[src/rtl/lft_pkg.sv]
package lft_pkg;

   typedef enum logic [1:0] {
      ST_IDLE  = 2'd0,
      ST_LEAD  = 2'd1,
      ST_DATA  = 2'd2,
      ST_TRAIL = 2'd3
   } lft_state_e;

   localparam logic [7:0] K28_5 = 8'hBC;
   localparam logic [7:0] D5_6  = 8'hC5;
   localparam logic [7:0] K23_7 = 8'hF7;

endpackage

[src/rtl/lft_ctrl.sv]
module lft_ctrl
   import lft_pkg::*;
#(
   parameter int MIN_GAP = 1
) (
   input  logic       clk,
   input  logic       rst_n,
   input  logic       src_valid,
   input  logic       last_q,
   output lft_state_e state_q,
   output logic       src_ready,
   output logic       load,
   output logic       err_q
);

   localparam int GW = $clog2(MIN_GAP + 1);

   initial begin
      if (MIN_GAP < 1) $error("lft_ctrl: MIN_GAP must be at least 1");
   end

   lft_state_e    state_d;
   logic [GW-1:0] gap_q;
   logic          gap_ok;
   logic          err_d;

   assign gap_ok    = (int'(gap_q) + 1) >= MIN_GAP;
   assign src_ready = (state_q == ST_LEAD) || ((state_q == ST_DATA) && !last_q);
   assign load      = src_ready && src_valid;

   always_comb begin
      state_d = state_q;
      err_d   = 1'b0;
      unique case (state_q)
         ST_IDLE: begin
            if (src_valid && gap_ok) state_d = ST_LEAD;
         end
         ST_LEAD: begin
            if (src_valid) begin
               state_d = ST_DATA;
            end else begin
               state_d = ST_TRAIL;
               err_d   = 1'b1;
            end
         end
         ST_DATA: begin
            if (last_q) begin
               state_d = ST_TRAIL;
            end else if (!src_valid) begin
               state_d = ST_TRAIL;
               err_d   = 1'b1;
            end
         end
         ST_TRAIL: state_d = ST_IDLE;
         default:  state_d = ST_IDLE;
      endcase
   end

   always_ff @(posedge clk or negedge rst_n) begin
      if (!rst_n) begin
         state_q <= ST_IDLE;
         gap_q   <= GW'(MIN_GAP);
         err_q   <= 1'b0;
      end else begin
         state_q <= state_d;
         err_q   <= err_d;
         if (state_q == ST_TRAIL) begin
            gap_q <= '0;
         end else if ((state_q == ST_IDLE) && (int'(gap_q) < MIN_GAP)) begin
            gap_q <= gap_q + 1'b1;
         end
      end
   end

   p_ready_window_r7: assert property (@(posedge clk) disable iff (!rst_n)
      src_ready |-> (state_q == ST_LEAD || state_q == ST_DATA));

   p_lead_then_data_r3: assert property (@(posedge clk) disable iff (!rst_n)
      (state_q == ST_LEAD && src_valid) |=> (state_q == ST_DATA));

   p_last_then_trail_r4: assert property (@(posedge clk) disable iff (!rst_n)
      (state_q == ST_DATA && last_q) |=> (state_q == ST_TRAIL && !err_q));

   p_trail_then_idle_r9: assert property (@(posedge clk) disable iff (!rst_n)
      (state_q == ST_TRAIL) |=> (state_q == ST_IDLE));

   p_err_only_on_trail_r8: assert property (@(posedge clk) disable iff (!rst_n)
      err_q |-> (state_q == ST_TRAIL));

   p_idle_no_ready_r11: assert property (@(posedge clk) disable iff (!rst_n)
      (state_q == ST_IDLE) |-> !src_ready);

endmodule

[src/rtl/lft_hold.sv]
module lft_hold #(
   parameter int WORD_W = 16
) (
   input  logic              clk,
   input  logic              rst_n,
   input  logic              load,
   input  logic [WORD_W-1:0] word_in,
   input  logic              last_in,
   output logic [WORD_W-1:0] word_q,
   output logic              last_q
);

   always_ff @(posedge clk or negedge rst_n) begin
      if (!rst_n) begin
         word_q <= '0;
         last_q <= 1'b0;
      end else if (load) begin
         word_q <= word_in;
         last_q <= last_in;
      end
   end

endmodule

[src/rtl/lft_encode.sv]
module lft_encode
   import lft_pkg::*;
#(
   parameter int WORD_W    = 16,
   parameter bit CTRL_HIGH = 1'b1
) (
   input  logic              clk,
   input  logic              rst_n,
   input  lft_state_e        state_q,
   input  logic [WORD_W-1:0] word_q,
   output logic [WORD_W-1:0] tx_word,
   output logic [1:0]        tx_kflag
);

   logic [WORD_W-1:0] idle_word;
   logic [1:0]        idle_k;

   generate
      if (CTRL_HIGH) begin : g_k_high
         assign idle_word = {K28_5, D5_6};
         assign idle_k    = 2'b10;
      end else begin : g_k_low
         assign idle_word = {D5_6, K28_5};
         assign idle_k    = 2'b01;
      end
   endgenerate

   always_comb begin
      unique case (state_q)
         ST_IDLE: begin
            tx_word  = idle_word;
            tx_kflag = idle_k;
         end
         ST_DATA: begin
            tx_word  = word_q;
            tx_kflag = 2'b00;
         end
         default: begin
            tx_word  = {K23_7, K23_7};
            tx_kflag = 2'b11;
         end
      endcase
   end

   p_kcode_legal_hi_r1: assert property (@(posedge clk) disable iff (!rst_n)
      tx_kflag[1] |-> (tx_word[15:8] == K28_5 || tx_word[15:8] == K23_7));

   p_kcode_legal_lo_r1: assert property (@(posedge clk) disable iff (!rst_n)
      tx_kflag[0] |-> (tx_word[7:0] == K28_5 || tx_word[7:0] == K23_7));

   p_data_no_k_r6: assert property (@(posedge clk) disable iff (!rst_n)
      (state_q == ST_DATA) |-> (tx_kflag == 2'b00));

endmodule

[src/rtl/link_frame_tx.sv]
module link_frame_tx
   import lft_pkg::*;
#(
   parameter int PAYLOAD_W = 12,
   parameter int LABEL_W   = 4,
   parameter int MIN_GAP   = 1,
   parameter bit CTRL_HIGH = 1'b1
) (
   input  logic                 clk,
   input  logic                 rst_n,
   input  logic                 src_valid,
   output logic                 src_ready,
   input  logic [PAYLOAD_W-1:0] src_payload,
   input  logic [LABEL_W-1:0]   src_label,
   input  logic                 src_last,
   output logic [15:0]          tx_word,
   output logic [1:0]           tx_kflag,
   output logic                 underrun_err
);

   localparam int WORD_W = PAYLOAD_W + LABEL_W;

   initial begin
      if (WORD_W != 16) $error("link_frame_tx: payload plus label must fill 16 bits");
   end

   lft_state_e        state_q;
   logic              load;
   logic              last_q;
   logic [WORD_W-1:0] word_q;

   lft_ctrl #(.MIN_GAP(MIN_GAP)) u_ctrl (
      .clk       (clk),
      .rst_n     (rst_n),
      .src_valid (src_valid),
      .last_q    (last_q),
      .state_q   (state_q),
      .src_ready (src_ready),
      .load      (load),
      .err_q     (underrun_err)
   );

   lft_hold #(.WORD_W(WORD_W)) u_hold (
      .clk     (clk),
      .rst_n   (rst_n),
      .load    (load),
      .word_in ({src_label, src_payload}),
      .last_in (src_last),
      .word_q  (word_q),
      .last_q  (last_q)
   );

   lft_encode #(.WORD_W(WORD_W), .CTRL_HIGH(CTRL_HIGH)) u_enc (
      .clk      (clk),
      .rst_n    (rst_n),
      .state_q  (state_q),
      .word_q   (word_q),
      .tx_word  (tx_word),
      .tx_kflag (tx_kflag)
   );

   p_accept_shows_next_r6: assert property (@(posedge clk) disable iff (!rst_n)
      (src_valid && src_ready) |=> (tx_kflag == 2'b00 && tx_word == $past({src_label, src_payload})));

   p_underrun_ce_r8: assert property (@(posedge clk) disable iff (!rst_n)
      underrun_err |-> (tx_kflag == 2'b11 && tx_word == 16'hF7F7));

endmodule

[config.mk]
export PLATFORM = sky130hd
export DESIGN_NAME = link_frame_tx
export DESIGN_NICKNAME = d
export VERILOG_FILES = /design/src/rtl/lft_pkg.sv /design/src/rtl/lft_ctrl.sv /design/src/rtl/lft_hold.sv /design/src/rtl/lft_encode.sv /design/src/rtl/link_frame_tx.sv
export SDC_FILE = /design/constraint.sdc
export NUM_CORES = 1
export LEC_CHECK = 0
export ABC_CLOCK_PERIOD_IN_PS = 4200
export BUFFER_PORTS_ARGS = -buffer_cell sky130_fd_sc_hd__buf_2
export CAP_MARGIN = 0
export CORE_UTILIZATION = 40
export CTS_CLUSTER_DIAMETER = 120
export DETAILED_ROUTE_END_ITERATION = 7
export GPL_TIMING_DRIVEN = 0
export PLACE_DENSITY = 0.69
export SETUP_SLACK_MARGIN = 0.15
export SYNTH_ARGS = -nofsm -noshare
export SYNTH_HDL_FRONTEND = slang
export SYNTH_SLANG_ARGS = --single-unit
export TNS_END_PERCENT = 100
[constraint.sdc]
create_clock -name clk -period 4.2 [get_ports clk]
set_input_delay 0.63 -clock clk [delete_from_list [all_inputs] [get_ports clk]]
set_output_delay 0.63 -clock clk [all_outputs]
set_load 0.1 [all_outputs]
==> summary.txt <==
Worst Setup Path Type = register to output pin
final hold vios = 0
reg2reg path depth = 6
htree depth = 1
Crit path max-delay family = buffers and inverters
area added between synthesis and finish = 24.17%
Vert. Die Dim = 54.26 µm
CP max stage delay = 430 ps
deepest clock path buffer count = 2
commonest cells after routing, fill and taps aside = 39 x buf_2, 20 x dfrtp_1, 10 x mux2_4
CTS Root Cell = clkbuf_4
RSZ-0062 raised after global routing = false
post-route setup TNS = 0 ps
buffer and inverter count on the worst path = 3
initial antenna violation count = 0
fin. max-slew vios = 0
WP depth = 5
Reg area = 500.5 µm²
worst path cell trace = inv_1 > ha_1 > inv_1 > or3_1 > buf_2
CTS tree = built
setup violators final = 0
# DRC = 0
Yosys Warn Count = 0
die width = 54.26 µm
clk_lat worst skew = 300 ps
Final Skew = 1.630 ps
nets = 155
Post-Synthesis Net Count = 112
Hold Path Class = primary input to asynchronous set/reset pin
clk sink count = 20
dominant cells by area after synthesis = dfrtp_1 46%, mux2_4 14%, mux2_2 8.2%
gr usage total = 17.25%
Worst slew margin = 67.50%
largest net degree at the start of global routing = 21
reg-to-reg startpoint = u_ctrl.state_q[0]
vias in the first global route = 769
slowest CP cell = dfrtp_1
final antenna diode count = 0
Initial Utilization = 43.30%
PortBufs = 38
leading area contributor after synthesis = dfrtp_1
multi-input combinational cell area = 536.8 µm²
Die ar. = 0.002944 mm²
routed len/inst = 13.31 µm
CORE AREA = 0.002522 mm²
detailed-route via count = 786
Hold-fix buffers, CTS = 0
post-synthesis sequential area ratio = 45.82%
grt ovf = 0
first-pass GRT wire length = 3519 µm
flops & latches, synth = 20
Pre-antenna DRT Iters = 4
WL final = 2117 µm
GPL Wtd Cong = 0.8097
Tightest Pin Transition = 490.9 ps
outcome = complete, no violations
most common cell after layout, fill and taps aside = buf_2
std cell rows = 18
post-CTS setup buffer count = 0
internal reg-to-reg setup slack = 2240 ps
Synth top area share = 45.82%
number of filler cells placed in the layout = 240
cell count after synthesis = 87
Reg clk slew, reported paths = 110 ps
post-route ant nets = 0
vias per cell = 4.943
f_max = 367.9 MHz
Unique masters post-synth = 25
DPL Wire Length = 1577 µm
max cap viols = 0
num ports = 40
PostCTS Resize Cnt = 0
CP arrival = 2090 ps
CP Data Required Time = 3570 ps
r2r endpoint = u_hold.word_q[8]
final period utilization = 64.72%
crit-path most repeated cell = inv_1
cell area after synthesis = 0.001092 mm²
CTS buffer count = 3
CP Max Fanout = 9
CP endpoint kind = output pin
share of layout cells above drive strength 1 = 50.39%
crit start category = register
Avg Synthesized Cell Area = 12.56 µm²
min cycle time layout = 2718 ps
DRT iter0 DRCs = 9
## kinds of logic (layout without fill, tap and decap cells)
group	count (synthesis)	after routing	share of synthesized area, %
AND/OR/NAND/NOR	21	21	12.26
multiplexers	19	19	22.91
buffers and inverters	10	52	5.040
adder cells (fa/ha/maj)	5	5	5.727
flip-flops	20	20	45.82
AO/OA/AOI/OAI	12	12	8.248
## area by class of cell
type	instances	area share, %
multi-input cells	57	39.58
inverters	6	1.661
well taps	30	2.768
plain buffers	4	2.399
repair buffers	38	14.02
flip-flops and latches	20	36.90
clock buffers	4	2.675
## worst register-to-register path, stage by stage, from the launching register on
cell and delay, ps:
dfrtp_1 410, inv_1 120, ha_1 330, nor2b_4 180, o21ai_4 310, buf_12 200, mux2_4 310
## synthesized netlist by cell type
master / instances
a21o_1: 5
a21oi_1: 3
and2_2: 1
buf_12: 1
buf_2: 1
clkbuf_1: 2
dfrtp_1: 20
ha_1: 5
inv_1: 6
mux2_2: 8
mux2_4: 10
mux2i_1: 1
nand2b_1: 1
nand3_1: 1
nand4b_1: 1
nor2_1: 4
nor2b_1: 2
nor2b_4: 1
nor3b_1: 1
o211ai_1: 1
o21ai_0: 1
o21ai_4: 1
o31a_1: 1
or2b_1: 1
or3_1: 8
## sequential cells by signal, indices dropped and copies added (netlist names)
register	count
u_ctrl.state_q	2
u_ctrl.err_q	1
u_hold.word_q	16
u_hold.last_q	1
## layer usage
metal  wire, µm  share of wire (%)  vias to the layer above  track usage [%]
li1           -                  -                      382                -
met1        995                 47                      375            21.70
met2       1020                 48                       29            28.46
met3        101                4.8                        0            4.167
met4          0                  0                        0            6.410
met5          0                  0                        -                0
## worst max-delay path by stage
stage	start	endpoint	slack, ps
finish	u_ctrl.state_q[0]	tx_word[7]	1480
global route	u_ctrl.state_q[0]	tx_word[4]	1280
CTS	u_ctrl.state_q[0]	tx_word[7]	1430
detailed placement	u_ctrl.state_q[0]	tx_word[8]	1810
global placement	u_ctrl.state_q[0]	tx_word[8]	1840
floorplan	u_ctrl.state_q[0]	tx_word[1]	1100
## per-stage QoR
step / setup WS [ps] / area, µm² / utilization (%) / instances / hold slack [ps]
global placement: 1845 / 1320 / 52.33 / 155 / 479.0
global route: 1284 / 1356 / 53.77 / 159 / 268.5
detailed placement: 1814 / 1320 / 52.33 / 155 / 489.1
CTS: 1433 / 1356 / 53.77 / 159 / 263.2
floorplan: 1101 / 1092 / - / 87 / 334.4
finish: 1482 / 1356 / 53.77 / 159 / 252.8
Power is left out: the tool's default activity adds up to more than one toggle a clock period on the data nets, which glitch-free logic cannot reach.
